==> config.mk <==
export PLATFORM = sky130hd
export DESIGN_NAME = dbgwr_decoder
export DESIGN_NICKNAME = d
export VERILOG_FILES = /design/src/rtl/dbgwr_pkg.sv /design/src/rtl/dbgwr_ctrl.sv /design/src/rtl/dbgwr_dpath.sv /design/src/rtl/dbgwr_decoder.sv
export SDC_FILE = /design/constraint.sdc
export NUM_CORES = 1
export LEC_CHECK = 0
export ABC_AREA = 0
export ABC_CLOCK_PERIOD_IN_PS = 1900
export BUFFER_PORTS_ARGS = -buffer_cell sky130_fd_sc_hd__buf_2
export CAP_MARGIN = 10
export CELL_PAD_IN_SITES_DETAIL_PLACEMENT = 0
export CELL_PAD_IN_SITES_GLOBAL_PLACEMENT = 1
export CORE_UTILIZATION = 40
export CTS_BUF_LIST = sky130_fd_sc_hd__clkbuf_16
export DETAILED_ROUTE_END_ITERATION = 10
export PLACE_DENSITY_LB_ADDON = 0.3
export SETUP_SLACK_MARGIN = 0.3
export SLEW_MARGIN = 40
export SYNTH_ARGS = -nofsm -noshare
export SYNTH_HDL_FRONTEND = slang
export SYNTH_HIERARCHICAL = 1
export SYNTH_SLANG_ARGS = --single-unit
==> constraint.sdc <==
create_clock -name clk -period 1.9 [get_ports clk]
set_input_delay 0.19 -clock clk [delete_from_list [all_inputs] [get_ports clk]]
set_output_delay 0.19 -clock clk [all_outputs]
set_load 0.005 [all_outputs]
==> src/rtl/dbgwr_pkg.sv <==
package dbgwr_pkg;
  localparam int BYTE_W    = 8;
  localparam int NUM_W     = 6;
  localparam int OPER_BYTES = 4;
  localparam int DATA_W    = BYTE_W * OPER_BYTES;
  localparam int CNT_W     = $clog2(OPER_BYTES);

  typedef enum logic [1:0] {
    FAM_NONE = 2'b00,
    FAM_CPU  = 2'b11,
    FAM_DBG  = 2'b10
  } family_e;

  typedef struct packed {
    logic captureCmd;
    logic shiftByte;
  } ctrlStrobes_t;
endpackage

==> src/rtl/dbgwr_ctrl.sv <==
module dbgwr_ctrl
  import dbgwr_pkg::*;
(
  input  logic         clk,
  input  logic         rst,
  input  logic         byteValid,
  input  logic [1:0]   cmdTop,
  input  logic         coreHalted,
  output ctrlStrobes_t strobes,
  output logic         cpuWrEn,
  output logic         dbgWrEn,
  output logic         illegalCmd
);
  typedef enum logic {ST_IDLE, ST_OPER} state_e;
  typedef enum logic [1:0] {K_DROP, K_CPU, K_DBG} kind_e;

  localparam logic [CNT_W-1:0] LAST_CNT = CNT_W'(OPER_BYTES - 1);

  state_e           state;
  kind_e            kind;
  logic [CNT_W-1:0] byteCnt;
  logic             isCpuCmd, isDbgCmd;

  always_comb begin
    isCpuCmd = (state == ST_IDLE) && byteValid && (cmdTop == FAM_CPU);
    isDbgCmd = (state == ST_IDLE) && byteValid && (cmdTop == FAM_DBG);
    strobes.captureCmd = isCpuCmd || isDbgCmd;
    strobes.shiftByte  = (state == ST_OPER) && byteValid;
  end

  always_ff @(posedge clk) begin
    if (rst) begin
      state      <= ST_IDLE;
      kind       <= K_DROP;
      byteCnt    <= '0;
      cpuWrEn    <= 1'b0;
      dbgWrEn    <= 1'b0;
      illegalCmd <= 1'b0;
    end else begin
      cpuWrEn    <= 1'b0;
      dbgWrEn    <= 1'b0;
      illegalCmd <= 1'b0;
      case (state)
        ST_IDLE: begin
          byteCnt <= '0;
          if (isCpuCmd) begin
            state      <= ST_OPER;
            kind       <= coreHalted ? K_CPU : K_DROP;
            illegalCmd <= !coreHalted;
          end else if (isDbgCmd) begin
            state <= ST_OPER;
            kind  <= K_DBG;
          end
        end
        ST_OPER: begin
          if (byteValid) begin
            if (byteCnt == LAST_CNT) begin
              state   <= ST_IDLE;
              cpuWrEn <= (kind == K_CPU);
              dbgWrEn <= (kind == K_DBG);
            end else begin
              byteCnt <= byteCnt + 1'b1;
            end
          end
        end
        default: state <= ST_IDLE;
      endcase
    end
  end

  // illegal flag only after a processor command taken while running
  p_illegal_cause_r4: assert property (@(posedge clk) disable iff (rst)
    illegalCmd |-> $past(byteValid && cmdTop == FAM_CPU && !coreHalted));

  // strobes are single-cycle pulses
  p_strobe_single_r3: assert property (@(posedge clk) disable iff (rst)
    (cpuWrEn || dbgWrEn) |=> !(cpuWrEn || dbgWrEn));

  // a strobe always follows an accepted operand byte
  p_strobe_after_byte_r2: assert property (@(posedge clk) disable iff (rst)
    (cpuWrEn || dbgWrEn) |-> $past(byteValid));

  // the three result signals never overlap
  p_exclusive_r3: assert property (@(posedge clk) disable iff (rst)
    $onehot0({cpuWrEn, dbgWrEn, illegalCmd}));
endmodule

==> src/rtl/dbgwr_dpath.sv <==
module dbgwr_dpath
  import dbgwr_pkg::*;
#(
  parameter int NUM_PROT = 3,
  parameter logic [NUM_PROT*NUM_W-1:0] PROT_NUMS = {6'h02, 6'h01, 6'h00}
) (
  input  logic                clk,
  input  logic                rst,
  input  ctrlStrobes_t        strobes,
  input  logic [BYTE_W-1:0]   byteData,
  output logic [NUM_W-1:0]    wrNum,
  output logic [DATA_W-1:0]   wrData,
  output logic [OPER_BYTES-1:0] dbgByteEn
);
  logic [NUM_PROT-1:0] protHit;
  logic                protFlag;

  for (genvar i = 0; i < NUM_PROT; i++) begin : g_prot
    assign protHit[i] = (byteData[NUM_W-1:0] == PROT_NUMS[i*NUM_W +: NUM_W]);
  end

  always_ff @(posedge clk) begin
    if (rst) begin
      wrNum    <= '0;
      wrData   <= '0;
      protFlag <= 1'b0;
    end else begin
      if (strobes.captureCmd) begin
        wrNum    <= byteData[NUM_W-1:0];
        protFlag <= |protHit;
      end
      if (strobes.shiftByte)
        wrData <= {wrData[DATA_W-BYTE_W-1:0], byteData};
    end
  end

  always_comb begin
    dbgByteEn = '1;
    if (protFlag) dbgByteEn[OPER_BYTES-1] = 1'b0;
  end

  // register number stays fixed while operand bytes are taken
  p_num_stable_r3: assert property (@(posedge clk) disable iff (rst)
    strobes.shiftByte |=> $stable(wrNum));
endmodule

==> src/rtl/dbgwr_decoder.sv <==
module dbgwr_decoder
  import dbgwr_pkg::*;
#(
  parameter int NUM_PROT = 3,
  parameter logic [NUM_PROT*NUM_W-1:0] PROT_NUMS = {6'h02, 6'h01, 6'h00}
) (
  input  logic        clk,
  input  logic        rst,
  input  logic        byteValid,
  input  logic [7:0]  byteData,
  input  logic        coreHalted,
  output logic        cpuWrEn,
  output logic        dbgWrEn,
  output logic [5:0]  wrNum,
  output logic [31:0] wrData,
  output logic [3:0]  dbgByteEn,
  output logic        illegalCmd
);
  ctrlStrobes_t strobes;

  dbgwr_ctrl u_ctrl (
    .clk        (clk),
    .rst        (rst),
    .byteValid  (byteValid),
    .cmdTop     (byteData[7:6]),
    .coreHalted (coreHalted),
    .strobes    (strobes),
    .cpuWrEn    (cpuWrEn),
    .dbgWrEn    (dbgWrEn),
    .illegalCmd (illegalCmd)
  );

  dbgwr_dpath #(.NUM_PROT(NUM_PROT), .PROT_NUMS(PROT_NUMS)) u_dpath (
    .clk       (clk),
    .rst       (rst),
    .strobes   (strobes),
    .byteData  (byteData),
    .wrNum     (wrNum),
    .wrData    (wrData),
    .dbgByteEn (dbgByteEn)
  );
endmodule

==> results.txt, run 1 <==
Synthesized instance count = 164
Hold Startpoint = coreHalted
Final setup violation count = 0
CTS tree = done
Crit-path slowest cell = dfxtp_1
Max Clk Rate = 0.721 GHz
Delay-heaviest family, CP = simple AND/OR/NAND/NOR gates
Final min period = 1.39 ns
CORE AREA = 4140 um2
Post-Syn Area = 1790 um2
Clk Latency, worst-skew pair = 0.28 ns
CTS H-Tree Depth = 2
Total of max-cap violations = 0
Total CTS buffers = 5
Crit share post-route = 0.729
Post-cts resize count = 0
Port buffer count = 53
Comb pwr share = 0.064
Crit Path Max Fanout = 24
Internal = 1.53 mW
Die Area = 4740 um2
Initial DRC count = 50
Net Sw Power = 408 uW
Synth Area in Compound Gates = 0.0154
Number of diodes = 0
Final Slew Violations = 0
Fraction of layout cells with a size suffix above 1 = 0.309
Setup Buffers After CTS = 0
Area of the multi-input gates = 723 um2
Remaining antenna violation count = 0
CTS Sinks = 47
Grt ovf = 0
Drt first pass iters = 4
Hold Fails Final Rpt = 0
Sw Ratio = 0.211
Clock Path Buffers = 2
First-pass GRT wire length = 5360 um
Required time worst endpoint = 2.06 ns
Antenna violations before repair = 0
WP depth = 4
FF-to-FF Start = u_ctrl/state
Status = complete, no violations
CP max stage delay = 0.36 ns
Pin count of the biggest net entering global routing = 26
Final WL = 3370 um
Wire per inst = 12.6 um
Number of cell rows = 23
Reg2reg end = u_dpath/wrData[12]
Power Density = 895 nW/um2
Post-synthesis mux area share = 0.218
Worst hold path type = in2reg
Max VDD drop = 445 uV
Register clock-pin slew on the reported worst setup and hold paths = 0.06 ns
Startpoint types = flop
Max Clock Skew = 0.00360 ns
FF+latch count, synth = 47
Vias per inst = 4.76
Vias in the first global route = 1232
Register area = 941 um2
Residual DRC = 0
Main combinational cell family by area after synthesis = multiplexers
Register share of total power = 0.523
Mean Syn Cell Area = 10.9 um2
Synth Area in XOR/XNOR = 0.00490
Root buffer cell = clkbuf_16
Nets@finish = 229
Initial core utilization = 0.431
Final Util = 0.523
Register-to-Register Path Depth = 4
GR Util All Layers = 0.157
Crit path to = u_dpath/wrData[12]
Leak = 0.973 nW
Worst setup margin = 0.514 ns
Layout area overhead = 21.2%
Yosys warning total = 6
Simple-gate area share of the yosys netlist = 0.153
Die Span X = 68.9 um
CP Launch Point = u_ctrl/state
Filler cells = 408
Final hold slack = 0.0868 ns
Flop2flop setup slack = 0.51 ns
I/O Pins = 57
CP Cell Sequence = and2_2 > buf_12 > mux2i_1 > nor2_1
CP endpoint kind = flop
Die Height = 68.9 um
Clk network pwr share = 0.413
Setup TNS = 0 ns
Final HPWL DP = 2460 um
GPL Wtd Cong = 0.694
Post-CTS Hold Buffers = 0
Post-Synth Adder-Cell Area = 0.00700
Dpl ws = 0.520 ns
Via count = 1272
WP buf/inv = 1
Critical Path AT = 1.54 ns
Crit Path Class = reg2reg
Sequential fraction of the synthesis area = 0.526
Netlist cell types = 28
RSZ-0062 raised after global routing = no
-- cell families (layout without fill, tap and decap cells) --
logic type               after synthesis  count (layout)
AO/OA/AOI/OAI                          4               4
XOR/XNOR                               1               1
adder cells (fa/ha/maj)                1               1
buffers and inverters                 15              66
flip-flops                            47              47
multiplexers                          39              39
other                                  1               3
AND/OR/NAND/NOR                       56              56
-- power groups by stage --
| stage | combinational [mW] | sequential [mW] | clock (mW) |
|---|---|---|---|
| final | 0.123 | 1.01 | 0.802 |
| after CTS | 0.125 | 1.01 | 0.833 |
| after detailed placement | 0.125 | 1.04 | 0 |
| after floorplan | 0.0931 | 1.04 | 0 |
| after global routing | 0.135 | 1.02 | 0.872 |
| after global placement | 0.121 | 1.04 | 0 |
-- cells in the mapped netlist --
cell type   n  area share
dfxtp_1    47        0.53
nor2_1     42       0.088
mux2i_1    39        0.22
buf_12      3       0.034
buf_2       3      0.0084
buf_4       3       0.013
nand2_1     3      0.0063
a21oi_1     2      0.0056
inv_1       2      0.0042
nor3b_2     2       0.014
a211oi_1    1      0.0042
a41o_1      1      0.0056
and2_2      1      0.0042
and2b_2     1      0.0049
buf_6       1      0.0063
clkbuf_1    1      0.0021
clkbuf_4    1      0.0042
conb_1      1      0.0021
ha_1        1      0.0070
inv_2       1      0.0021
nand2b_1    1      0.0035
nand3_1     1      0.0028
nand3b_4    1       0.011
nor3b_1     1      0.0042
nor4_1      1      0.0035
nor4b_1     1      0.0049
or2_4       1      0.0049
xnor2_1     1      0.0049
-- through the flow --
| step | cells | area (um2) | total power [mW] |
|---|---|---|---|
| final | 267 | 2170 | 1.94 |
| after detailed placement | 259 | 2030 | 1.16 |
| after floorplan | 166 | 1800 | 1.13 |
| after global placement | 259 | 2030 | 1.16 |
| after global routing | 267 | 2170 | 2.02 |
| after CTS | 267 | 2170 | 1.97 |
-- worst min path at each step --
| stage | end | depth (start not counted) |
|---|---|---|
| after global placement | u_ctrl/illegalCmd | 2 |
| after detailed placement | u_ctrl/illegalCmd | 2 |
| after CTS | u_ctrl/illegalCmd | 2 |
| after global routing | u_ctrl/illegalCmd | 2 |
| after floorplan | u_ctrl/kind[0] | 1 |
| final | u_ctrl/illegalCmd | 2 |
-- worst reg2reg max path, delay by kind of cell (launching register included) --
| kind | cells | cell delay [ns] |
|---|---|---|
| AND/OR/NAND/NOR | 2 | 0.40 |
| flip-flops | 1 | 0.36 |
| multiplexers | 1 | 0.25 |
| buffers and inverters | 1 | 0.25 |
-- cell usage in the layout, fill, tap and decap left out --
master	n
inv_2	1
buf_4	1
nand3_1	1
nor3b_2	2
and2_2	1
nand2_1	3
ha_1	1
conb_1	3
a211oi_1	1
or2_4	1
clkinv_1	2
inv_1	3
nand2b_1	1
buf_2	53
nor3b_1	1
buf_12	1
dfxtp_1	47
nor2_1	42
a21oi_1	2
and2b_2	1
nor4b_1	1
nor4_1	1
nand3b_4	1
xnor2_1	1
mux2i_1	39
clkbuf_16	5
a41o_1	1
-- cell type report --
class	instances	share of cell area
sequential	47	0.434
multi-input combinational	104	0.334
inverter	3	0.00520
timing repair buffer	55	0.135
clock inverter	3	0.00520
clock buffer	5	0.0577
tap	50	0.0289
-- layer usage --
layer / GRT usage / up-vias / share of wire
li1: - / 639 / -
met2: 0.282 / 37 / 0.50
met3: 0.0592 / 6 / 0.064
met5: 0 / - / 0
met1: 0.165 / 590 / 0.42
met4: 0.0612 / 0 / 0.014
-- sequential cells by signal (all words and copies together) (netlist names) --
name	flops
u_ctrl/kind	2
u_ctrl/byteCnt	2
u_dpath/protFlag	1
u_ctrl/illegalCmd	1
u_ctrl/state	1
u_ctrl/cpuWrEn	1
u_dpath/wrNum	6
u_dpath/wrData	32
u_ctrl/dbgWrEn	1
Power figures use the tool's default switching activity.
==> run 2, diff against run 1 <==
ABC_AREA = 1   (was 0)
ABC_CLOCK_PERIOD_IN_PS = 1200   (was 1900)
CORE_UTILIZATION = 32   (was 40)
clock period = 1.2 ns   (was 1.9 ns; I/O delays follow)
==> run 2 against run 1 <==
Compared with the run above: sequential power grew 60%; critical path depth is the same; area after synthesis grew 2.3%; cell count grew 33%; cell area grew 16%; clock skew grew 0.0028 ns; largest cell class unchanged; largest power group unchanged.
==> results.txt, run 2 <==
Status = complete, no violations (unchanged)
Nets@finish = 294 (was 229)
Vias in the first global route = 1425 (was 1232)
Hold Fails Final Rpt = 0 (unchanged)
Yosys warning total = 6 (unchanged)
Final Slew Violations = 0 (unchanged)
Register-to-Register Path Depth = 4 (unchanged)
Net Sw Power = 793 uW (was 408 uW)
GRT busiest layer = met2 (unchanged)
Internal = 2.70 mW (was 1.53 mW)
Ys flop type = dfxtp_1 (unchanged)
Layout area overhead = 38.0% (was 21.2%)
Drt first pass iters = 4 (unchanged)
Biggest regs = u_dpath/wrData: 32 flops, u_dpath/wrNum: 6 flops (unchanged)
Final min period = 0.990 ns (was 1.39 ns)
Register clock-pin slew on the reported worst setup and hold paths = 0.07 ns (was 0.06 ns)
First-pass GRT wire length = 6820 um (was 5360 um)
Comb pwr share = 0.080 (was 0.064)
Finished Cell Area = 2520 um2 (was 2170 um2)
Antenna violations before repair = 0 (unchanged)
Fraction of layout cells with a size suffix above 1 = 0.535 (was 0.309)
Clock Path Buffers = 2 (unchanged)
RSZ-0062 raised after global routing = yes (was no)
Met2 Usage GRT = 0.214 (was 0.282)
Required time worst endpoint = 1.41 ns (was 2.06 ns)
Initial DRC count = 47 (was 50)
Count leader, synth = nand2_1 (was dfxtp_1)
Total of max-cap violations = 0 (unchanged)
Final Instance Count excl. Fillers = 354 (was 267)
GR Util All Layers = 0.144 (was 0.157)
Final setup violation count = 0 (unchanged)
Crit share post-route = 0.825 (was 0.729)
Max Clock Skew = 0.00645 ns (was 0.00360 ns)
Worst hold path type = in2reg (unchanged)
Final Util = 0.458 (was 0.523)
Grt ovf = 0 (unchanged)
CTS Sinks = 47 (unchanged)
FF-to-FF Start = u_ctrl/state (unchanged)
Commonest non-fill, non-tap cells in the layout = nand2_1, buf_2, dfxtp_2 (was buf_2, dfxtp_1, nor2_1)
Post-Syn Area = 1830 um2 (was 1790 um2)
Met1 usage = 0.188 (was 0.165)
Setup TNS = 0 ns (unchanged)
FF+latch count, synth = 47 (unchanged)
Crit Path Max Fanout = 13 (was 24)
Leading cell types by count after synthesis = nand2_1, dfxtp_1, a21oi_1 (was dfxtp_1, nor2_1, mux2i_1)
Inst Count DP = 335 (was 259)
Max reg flops = 32 (unchanged)
Netlist cell types = 24 (was 28)
GR Util met3 = 0.0412 (was 0.0592)
Port buffer count = 53 (unchanged)
Die Height = 77.6 um (was 68.9 um)
Filler cells = 564 (was 408)
Residual DRC = 0 (unchanged)
Top reg by flops = u_dpath/wrData (unchanged)
DP Area = 2110 um2 (was 2030 um2)
I/O Pins = 57 (unchanged)
GPL Wtd Cong = 0.680 (was 0.694)
Max VDD drop = 825 uV (was 445 uV)
Wire per inst = 11.8 um (was 12.6 um)
CTS H-Tree Depth = 2 (unchanged)
Dominant cells by area after synthesis = dfxtp_1, nand2_1, a21oi_1 (was dfxtp_1, mux2i_1, nor2_1)
Die Area = 6020 um2 (was 4740 um2)
CORE AREA = 5510 um2 (was 4140 um2)
Crit Path Class = reg2reg (unchanged)
Mean Syn Cell Area = 8.35 um2 (was 10.9 um2)
Crit path to = u_dpath/wrData[5] (was u_dpath/wrData[12])
EDFF count, synth = 0 (unchanged)
Pin count of the biggest net entering global routing = 30 (was 26)
Synthesized instance count = 219 (was 164)
Leak = 1.07 nW (was 0.973 nW)
Hold Startpoint = coreHalted (unchanged)
Commonest non-fill, non-tap cell in the layout = nand2_1 (was buf_2)
Clk network pwr share = 0.455 (was 0.413)
CP Launch Point = u_ctrl/state (unchanged)
Max Clk Rate = 1.01 GHz (was 0.721 GHz)
Final hold slack = 0.0129 ns (was 0.0868 ns)
Total CTS buffers = 5 (unchanged)
Sw Ratio = 0.227 (was 0.211)
CP endpoint kind = flop (unchanged)
Register share of total power = 0.464 (was 0.523)
Die Span X = 77.6 um (was 68.9 um)
Area fraction of the dominant cell type after synthesis = 0.514 (was 0.526)
Reg2reg end = u_dpath/wrData[5] (was u_dpath/wrData[12])
Clk Latency, worst-skew pair = 0.29 ns (was 0.28 ns)
Critical Path AT = 1.19 ns (was 1.54 ns)
Vias per inst = 4.42 (was 4.76)
Number of cell rows = 27 (was 23)
Cell taking the most area after synthesis = dfxtp_1 (unchanged)
Startpoint types = flop (unchanged)
Number of diodes = 0 (unchanged)
Flop2flop setup slack = 0.21 ns (was 0.51 ns)
Sequential fraction of the synthesis area = 0.514 (was 0.526)
Remaining antenna violation count = 0 (unchanged)
Final HPWL DP = 2680 um (was 2460 um)
CTS tree = done (unchanged)
Initial core utilization = 0.332 (was 0.431)
Power Density = 1380 nW/um2 (was 895 nW/um2)
Via count = 1566 (was 1272)
Final WL = 4180 um (was 3370 um)
Root buffer cell = clkbuf_16 (unchanged)
Ys async rst share = 0 (unchanged)
[run 2: cell count changes after synthesis, sizes merged, moves of 2 or more]
cell	before	now
nor3	0	2
mux2i	39	0
nand2	3	78
nor2	42	11
buf	10	13
a21oi	2	37
nor3b	3	1
a211oi	1	5
inv	3	16
[run 2: final cells by class]
class,instances,area [um2],share of cell area
flip-flops and latches,47,980,0.388
multi-input cells,143,766,0.303
repair buffers,67,429,0.170
clock buffers,5,125,0.0496
well taps,72,90.1,0.0357
inverters,16,80.1,0.0317
clock inverters,3,46.3,0.0183
repair inverters,1,7.51,0.00297
[run 2: worst min-delay path by stage]
stage	slack [ns]	endpoint	cells after the start
2_1_floorplan	0.19	u_ctrl/illegalCmd	1
3_3_place_gp	0.31	u_ctrl/illegalCmd	2
3_5_place_dp	0.31	u_ctrl/illegalCmd	2
4_1_cts	0.01	u_ctrl/illegalCmd	2
5_1_grt	0.02	u_ctrl/illegalCmd	2
6_report	0.01	u_ctrl/illegalCmd	2
[run 2: metal layers]
metal,share of wire,routed length [um]
met1,0.48,2020
met2,0.45,1860
met3,0.052,216
met4,0.019,80
met5,0,0
[run 2: through the flow]
stage          total power [mW]  setup slack, ns
3_3_place_gp               1.88            0.147
6_report                   3.50            0.210
2_1_floorplan              1.82            0.140
5_1_grt                    3.63            0.140
3_5_place_dp               1.88            0.101
4_1_cts                    3.53            0.219
[run 2: cells by family (layout without fill, tap and decap cells)]
group,count (synthesis),after routing,share of synthesized area
DFF,47,47,0.514
buffers and inverters,31,92,0.105
adders and majority gates,1,1,0.00684
other,1,3,0.00205
and+or+nand+nor,94,94,0.218
AOI/OAI and AO/OA,44,44,0.148
xor gates and xnor gates,1,1,0.00479
[run 2: worst max-delay path, stage by stage (launching register included)]
cell and delay, ns:
dfxtp_2 0.34, nand2_2 0.08, clkinv_4 0.11, buf_16 0.17, a211oi_1 0.20
[run 2: timing repair]
| item | in CTS | in global routing |
|---|---|---|
| cloned | 2 | 0 |
| resized for setup | 31 | 30 |
| pin swaps | 3 | 2 |
| setup endpoints to repair | 59 | 66 |
| buffers inserted | 3 | 6 |
| hold buffers | 0 | 0 |
[run 2: power groups by stage]
stage	Clock, mW	Combinational, mW	Sequential, mW
after floorplan	0	0.164	1.65
after global placement	0	0.224	1.65
after detailed placement	0	0.224	1.65
after CTS	1.64	0.269	1.62
after global routing	1.70	0.312	1.63
final	1.59	0.280	1.62
